<file path="src/rtl/wf_fence_table.sv">
module wf_fence_table #(
  parameter int NWF = 8,
  parameter int TW  = 32,
  parameter int PW  = 4,
  localparam int WFW = (NWF > 1) ? $clog2(NWF) : 1
) (
  input  logic           clk,
  input  logic           rst_n,
  input  logic           st_vld,
  input  logic [WFW-1:0] st_wf,
  input  logic           ack_vld,
  input  logic [WFW-1:0] ack_wf,
  input  logic [TW-1:0]  ack_time,
  input  logic           fence_vld,
  input  logic [WFW-1:0] fence_wf,
  input  logic [TW-1:0]  gtime,
  output logic [NWF-1:0] stall
);

  logic [TW-1:0]  rec  [NWF];
  logic [PW-1:0]  pend [NWF];
  logic [NWF-1:0] armed;
  logic [NWF-1:0] fhit, shit, ahit, blocked, active;

  for (genvar w = 0; w < NWF; w++) begin : g_wf
    assign fhit[w]    = fence_vld && (fence_wf == WFW'(w));
    assign shit[w]    = st_vld    && (st_wf    == WFW'(w));
    assign ahit[w]    = ack_vld   && (ack_wf   == WFW'(w));
    assign blocked[w] = (pend[w] != '0) || !(gtime > rec[w]);
    assign active[w]  = armed[w] || fhit[w];
    assign stall[w]   = active[w] && blocked[w];

    always_ff @(posedge clk or negedge rst_n) begin
      if (!rst_n) begin
        rec[w]   <= '0;
        pend[w]  <= '0;
        armed[w] <= 1'b0;
      end else begin
        if (shit[w] && !ahit[w])      pend[w] <= pend[w] + 1'b1;
        else if (!shit[w] && ahit[w]) pend[w] <= pend[w] - 1'b1;

        if (ahit[w])                      rec[w] <= (ack_time > rec[w]) ? ack_time : rec[w];
        else if (active[w] && !blocked[w]) rec[w] <= '0;

        if (active[w]) armed[w] <= blocked[w];
      end
    end

    a_r3_max_kept: assert property (@(posedge clk) disable iff (!rst_n)
      ahit[w] |=> (rec[w] >= $past(ack_time)) && (rec[w] >= $past(rec[w])));

    a_r5_pending_holds: assert property (@(posedge clk) disable iff (!rst_n)
      (armed[w] && pend[w] != '0) |-> stall[w]);

    a_r4_released: assert property (@(posedge clk) disable iff (!rst_n)
      (armed[w] && pend[w] == '0 && gtime > rec[w]) |-> !stall[w]);

    a_r7_cleared: assert property (@(posedge clk) disable iff (!rst_n)
      (armed[w] && !stall[w] && !ahit[w]) |=> (rec[w] == '0));

    a_r5_no_underflow: assert property (@(posedge clk) disable iff (!rst_n)
      (ahit[w] && !shit[w]) |-> (pend[w] != '0));

    a_r9_no_overflow: assert property (@(posedge clk) disable iff (!rst_n)
      (shit[w] && !ahit[w]) |-> (pend[w] != '1));
  end

  a_r8_stall_needs_fence: assert property (@(posedge clk) disable iff (!rst_n)
    (stall & ~(armed | fhit)) == '0);

endmodule

</file>
<file path="config.mk">
export PLATFORM = sky130hd
export DESIGN_NAME = wf_fence_table
export DESIGN_NICKNAME = d
export VERILOG_FILES = /design/src/rtl/wf_fence_table.sv
export SDC_FILE = /design/constraint.sdc
export NUM_CORES = 1
export LEC_CHECK = 0
export BUFFER_PORTS_ARGS = -buffer_cell sky130_fd_sc_hd__clkbuf_2
export CAP_MARGIN = 10
export CORE_MARGIN = 1
export CORE_UTILIZATION = 50
export CTS_CLUSTER_SIZE = 25
export DETAILED_ROUTE_END_ITERATION = 10
export PLACE_DENSITY = 0.78
export REMOVE_ABC_BUFFERS = 1
export SYNTH_ARGS = -nofsm -noshare
export SYNTH_HDL_FRONTEND = slang
export SYNTH_SLANG_ARGS = --single-unit
</file>
<file path="constraint.sdc">
create_clock -name clk -period 2.5 [get_ports clk]
set_input_delay 0.25 -clock clk [delete_from_list [all_inputs] [get_ports clk]]
set_output_delay 0.25 -clock clk [all_outputs]
set_load 0.02 [all_outputs]
</file>
* After elaboration in Yosys (flattened, before gate mapping)
Index checks and enable logic that the tools add are counted.
** Cells by class
- Eq/ne operators :: 29
- Muxes and demuxes :: 40
- Add/subtract/negate cells :: 16
- Reduce and logical (&&, ||, !) cells :: 139
- Order comparisons :: 16
** Operator list (count)
- 32-bit 2-to-1 mux :: 24
- 32-bit greater-than comparator :: 16
- 4-bit 2-to-1 mux :: 16
- 1-bit logical AND :: 56
- 3-bit == test (second input constant) :: 12
- 4-bit by 1-bit adder with 4-bit output (second input constant) :: 8
- 1-bit zero test :: 32
- 2-bit nonzero test :: 16
- 4-bit nonzero test :: 8
- 4-bit by 1-bit subtractor with 4-bit output (second input constant) :: 8
- 3-bit by 2-bit == test with 1-bit output (second input constant) :: 6
- 1-bit logical OR :: 16
- 2-bit by 1-bit != test with 1-bit output (second input constant) :: 8
- 2-bit AND reduction :: 8
- 3-bit by 1-bit == test with 1-bit output (second input constant) :: 3
- 3-bit zero test :: 3
** Storage, ports and cells
- Output and inout bits :: 8
- Bits in registers :: 296
- Input port bits :: 78
- Word-level logic and storage cells :: 264

* Longest topological paths before layout
- Depth after elaboration :: 7
- Mapped depth :: 10
- Mapped depth without buffers :: 10

* Worst setup path before layout
No wires, ideal clock.
- Kind :: register to output
- Start point :: reg rec[1] (netlist name)
- End point :: out stall[7]
- Path slack :: 0.131 ns
- Data required time :: 2.250 ns
- Arrival time :: 2.119 ns
- Stages on the path, launching flop included :: 9
- Path buffers :: 0
- Path through :: dfrtp_1 > inv_1 > ha_1 > nor2b_1 > o211ai_1 > a21oi_1 > o41ai_1 > nand2_1 > a21boi_0
** Between the ends
- Longest elaborated chain between the ends :: 4
** Ends and longest elaborated chain
- start, declared :: line 20 : logic [TW-1:0] rec [NWF];
- start signal, assigned by index :: line 42 : if (ahit[w]) rec[w] <= (ack_time > rec[w]) ? ack_time : rec[w];
- 32-bit greater-than comparator :: line 29 : assign blocked[w] = (pend[w] != '0) || !(gtime > rec[w]);
- 1-bit zero test :: line 29
- 1-bit logical OR :: line 29
- 1-bit logical AND :: line 31 : assign stall[w] = active[w] && blocked[w];
- end, declared :: line 17 : output logic [NWF-1:0] stall
Every way passes these cells.

* Worst setup path in the final report
- Start point :: reg rec[214] (netlist name)
- End point :: out stall[1]
The elaborated chain is that of the path after synthesis.

==> summary.txt <==
Outcome
  • Run status: complete, but fails checks
  • Failing checks: setup timing

Finish
  • Fin cells: 3,939
  • Antenna Diode Count: 0
  • Most common cell after layout, fill and taps aside: sky130_fd_sc_hd__ha_1
  • Final cell area excluding filler cells: 0.0369 mm2
  • Post-layout net count: 3,852
  • Util after Layout: a little over 70%
  • Fraction of layout instances using a drive strength above 1: around two fifths
  • Leading cell types in the layout, fill and taps excluded: 441 x sky130_fd_sc_hd__ha_1, 367 x sky130_fd_sc_hd__buf_4, 296 x sky130_fd_sc_hd__dfrtp_1, 195 x sky130_fd_sc_hd__a21oi_1, 187 x sky130_fd_sc_hd__inv_1
  • Layout Area Growth over Synthesis: 40.8%

Place
  • Placed cell areas: just over 0.03 mm2
  • Placer congestion estimate: approximately 0.95
  • Total instance count after detailed placement: roughly 3,800
  • Placed wire-length estimate after detailed placement: 66,400 um
  • Port Buffers: 85
  • Post-placement worst setup slack: -0.675 ns

Yosys
  • Avg Inst Size Synth: 9.68 um2
  • Sequential share of the synthesized area: about 28%
  • Post-synthesis instance total: approximately 2,700
  • Yosys warning count: 0
  • Predominant post-synthesis flop cell: sky130_fd_sc_hd__dfrtp_1
  • Count of unique library cells instantiated by Yosys: 58
  • Fraction of synthesis flops using an asynchronous set or reset pin: 100%
  • Number of enable-type register cells in the synthesized netlist: 0
  • Netlist area before placement: 0.0262 mm2
  • #FFs+latches synth: roughly 300

Clock network
  • Clock-pin slew reported for the worst setup and hold paths after clock tree synthesis: approximately 0.06 ns
  • CTS tree: done
  • Clk Tree Root Cell: sky130_fd_sc_hd__clkbuf_16
  • Skew-Pair Late Insertion Delay: 0.59 ns
  • Number of buffers inserted during clock tree synthesis: 38
  • CTS Sinks: 296
  • Maximum level of the CTS H-tree: 2
  • Deepest clock path buffer count: 3

Setup path
  • Cell chain of the critical path: inv_1, ha_1, and4_1, nand4_1, nor2_1, o41ai_2, a221oi_1, buf_4, nor2_2, clkbuf_8
  • Worst flop-to-flop path startpoint: rec[233]$_DFFE_PN0P_
  • Type of origin of the critical path: register
  • Crit path max-delay family: simple AND/OR/NAND/NOR gates
  • Critical path's slowest cell: sky130_fd_sc_hd__nor2_1
  • Peak per-stage delay on the critical path: between 0.3 and 0.4 ns
  • Data required time of the critical path: approximately 2.3 ns
  • Critical Setup Path Class: register to output port
  • Crit path capture type: output port
  • Arrival time worst endpoint: 3.00 ns
  • Buffer and inverter count on the worst path: 3
  • Start point of the critical path: rec[214]$_DFFE_PN0P_
  • Biggest fanout along the worst timing path: 3

Route
  • Number of vias in the routed layout: approximately 27,000
  • Post-detailed-route wirelength per cell: 27.8 um
  • Count of antenna-violating nets left after detailed routing: 0
  • First DRT Iteration DRCs: 3,496
  • Vias per cell: ~6.9
  • Remaining DRCs: 0
  • Length of the first detailed-routing pass in iterations: 6
  • Final routed wirelength across all metal layers: about 110,000 um

Timing
  • Highest achievable clock rate: 0.307 GHz
  • Slew @ Worst Pin: slightly below 0.7 ns
  • Final-report max-slew violation count: 0
  • Max-Slew Margin vs Limit: around 55%
  • Setup-violating endpoint count in the final report: approximately 260
  • Hold violation total from the final report: 0
  • Skew final: 0.0340 ns
  • Final worst setup slack: -0.753 ns
  • Clock period minus final worst setup slack: between 3 and 4 ns
  • Final period util: 130%
  • Post-route setup TNS: -44.74 ns
  • Final hold slack: roughly 0.12 ns
  • RSZ-0062 raised after global routing: true

Pwr
  • Cell Int Power: about 10 mW
  • Part of the total power dissipated in combinational logic: between 20% and 30%
  • Sw Ratio: 30.4%
  • Areal power density over the cells: 387 mW/mm2
  • Static leakage: ~17 nW
  • Max VDD drop: ~0.64 mV
  • Total chip power: approximately 14 mW
  • Clock share of power: a little over two fifths
  • Sw power: between 4 and 5 mW
  • Reg power frac: between 30% and 40%

Global route
  • Initial antenna violation count: 0
  • Total global routing track utilization: around a third
  • Largest net degree at the start of global routing: between 60 and 70
  • Number of global-route vias before repair: between 20,000 and 30,000
  • Wire length of the first global-routing pass: 146,000 um
  • Residual overflow from global routing: 0

Floorplanning
  • I/O pin total: between 80 and 90
  • Die Wd: ~230 um
  • Core footprint: approximately 0.052 mm2
  • Effective utilization at floorplan: 50.8%
  • Cell row count: 83
  • Die Ht: roughly 230 um
  • Die area: around 0.053 mm2

Flow run
  • Count of max-cap constraint violations: 0

Worst hold path
  • Class of the tightest hold or removal check: primary input to register
  • Worst hold path startpoint: ack_time[30]
## worst reg2reg max path: stages, from the launching register on
cell and delay (ns):
sky130_fd_sc_hd__dfrtp_1 0.36, sky130_fd_sc_hd__inv_2 0.08, sky130_fd_sc_hd__buf_4 0.14, sky130_fd_sc_hd__buf_6 0.11, sky130_fd_sc_hd__ha_4 0.27, sky130_fd_sc_hd__nand4_1 0.21, sky130_fd_sc_hd__nor4_2 0.31, sky130_fd_sc_hd__buf_4 0.18
sky130_fd_sc_hd__a31o_4 0.18, sky130_fd_sc_hd__a21oi_2 0.05, sky130_fd_sc_hd__buf_6 0.25, sky130_fd_sc_hd__o21ai_0 0.44, sky130_fd_sc_hd__o31ai_4 0.13
## cells in the mapped netlist (10+ instances only)
master | number | area, um2
sky130_fd_sc_hd__nor2b_1 | 18 | 113
sky130_fd_sc_hd__a21boi_0 | 11 | 82.6
sky130_fd_sc_hd__o31ai_1 | 18 | 135
sky130_fd_sc_hd__clkbuf_1 | 48 | 180
sky130_fd_sc_hd__ha_1 | 536 | 6710
sky130_fd_sc_hd__dfrtp_1 | 296 | 7410
sky130_fd_sc_hd__and4_1 | 34 | 298
sky130_fd_sc_hd__o21ai_0 | 293 | 1470
sky130_fd_sc_hd__o31ai_2 | 240 | 3000
sky130_fd_sc_hd__nand2_1 | 134 | 503
sky130_fd_sc_hd__a21oi_1 | 223 | 1120
sky130_fd_sc_hd__o211ai_1 | 10 | 75.1
sky130_fd_sc_hd__buf_6 | 30 | 338
sky130_fd_sc_hd__inv_1 | 268 | 1010
sky130_fd_sc_hd__a221oi_1 | 25 | 219
sky130_fd_sc_hd__nor4_1 | 16 | 100
sky130_fd_sc_hd__nand3_1 | 50 | 250
sky130_fd_sc_hd__nand2b_1 | 11 | 68.8
sky130_fd_sc_hd__nand4_1 | 95 | 594
sky130_fd_sc_hd__nor2_1 | 72 | 270
sky130_fd_sc_hd__or4_1 | 14 | 105
sky130_fd_sc_hd__o21ai_1 | 33 | 165
sky130_fd_sc_hd__xnor2_1 | 24 | 210
sky130_fd_sc_hd__nor3_1 | 11 | 55.1
sky130_fd_sc_hd__o21a_1 | 21 | 158
sky130_fd_sc_hd__a21o_1 | 24 | 180
sky130_fd_sc_hd__buf_2 | 18 | 90.1
## cells by family after synthesis
kind of cell    after synthesis  share of synthesized area [%]
flops                       296                           28.3
mux                           8                          0.344
simple gates                478                           9.65
fa+ha+maj                   544                           26.2
compound gates              974                           28.0
buf+inv                     374                           6.44
xor+xnor                     32                           1.07
## path summary, 6_finish.rpt
kind                                   endpoint  cells past startpoint  slack (ns)
min reg2reg                 pend[3]$_DFFE_PN0P_                      1        0.47
max                                    stall[1]                     10       -0.75
max reg2reg                rec[242]$_DFFE_PN0P_                     12       -0.34
min in group asynchronous   rec[90]$_DFFE_PN0P_                      2        0.22
max in group asynchronous  pend[18]$_DFFE_PN0P_                      3        1.39
min                        rec[126]$_DFFE_PN0P_                      4        0.12
## routing by layer
metal | GRT usage [%] | up-vias | wire length [um]
li1 | - | 11300 | -
met1 | 45.3 | 13200 | 39900
met2 | 55.2 | 2166 | 48000
met3 | 7.91 | 695 | 13700
met4 | 16.9 | 0 | 7860
met5 | 0 | - | 0
## final cells by class
| cell class | instances | area (um2) |
|---|---|---|
| clock inverter | 9 | 120 |
| multi-input combinational | 2036 | 20600 |
| fill | 3216 | 14600 |
| timing repair buffer | 589 | 5670 |
| inverter | 269 | 1010 |
| sequential | 296 | 7410 |
| clock buffer | 60 | 1200 |
| tap | 680 | 851 |
## timing repair
action                                  4_1_cts  5_1_grt
endpoints found under the setup margin      264      265
cloned                                        8       22
hold buffers                                  1        0
pin swaps                                   108      170
buffers inserted                             62       49
hold endpoints to repair                     54        0
gates resized for setup                     274      466
## flip-flops by register name, indices dropped and copies added, names as in the netlist
register and cells:
pend 32, rec 256, armed 8
## power groups by stage
stage / clock network, mW / logic [mW] / registers (mW)
floorplan: 0 / 1.36 / 5.37
CTS: 5.96 / 2.64 / 5.37
detailed placement: 0 / 2.53 / 5.45
finish: 6.01 / 2.88 / 5.38
global placement: 0 / 2.32 / 5.41
global route: 6.18 / 3.09 / 5.42
Power figures use the tool's default switching activity.
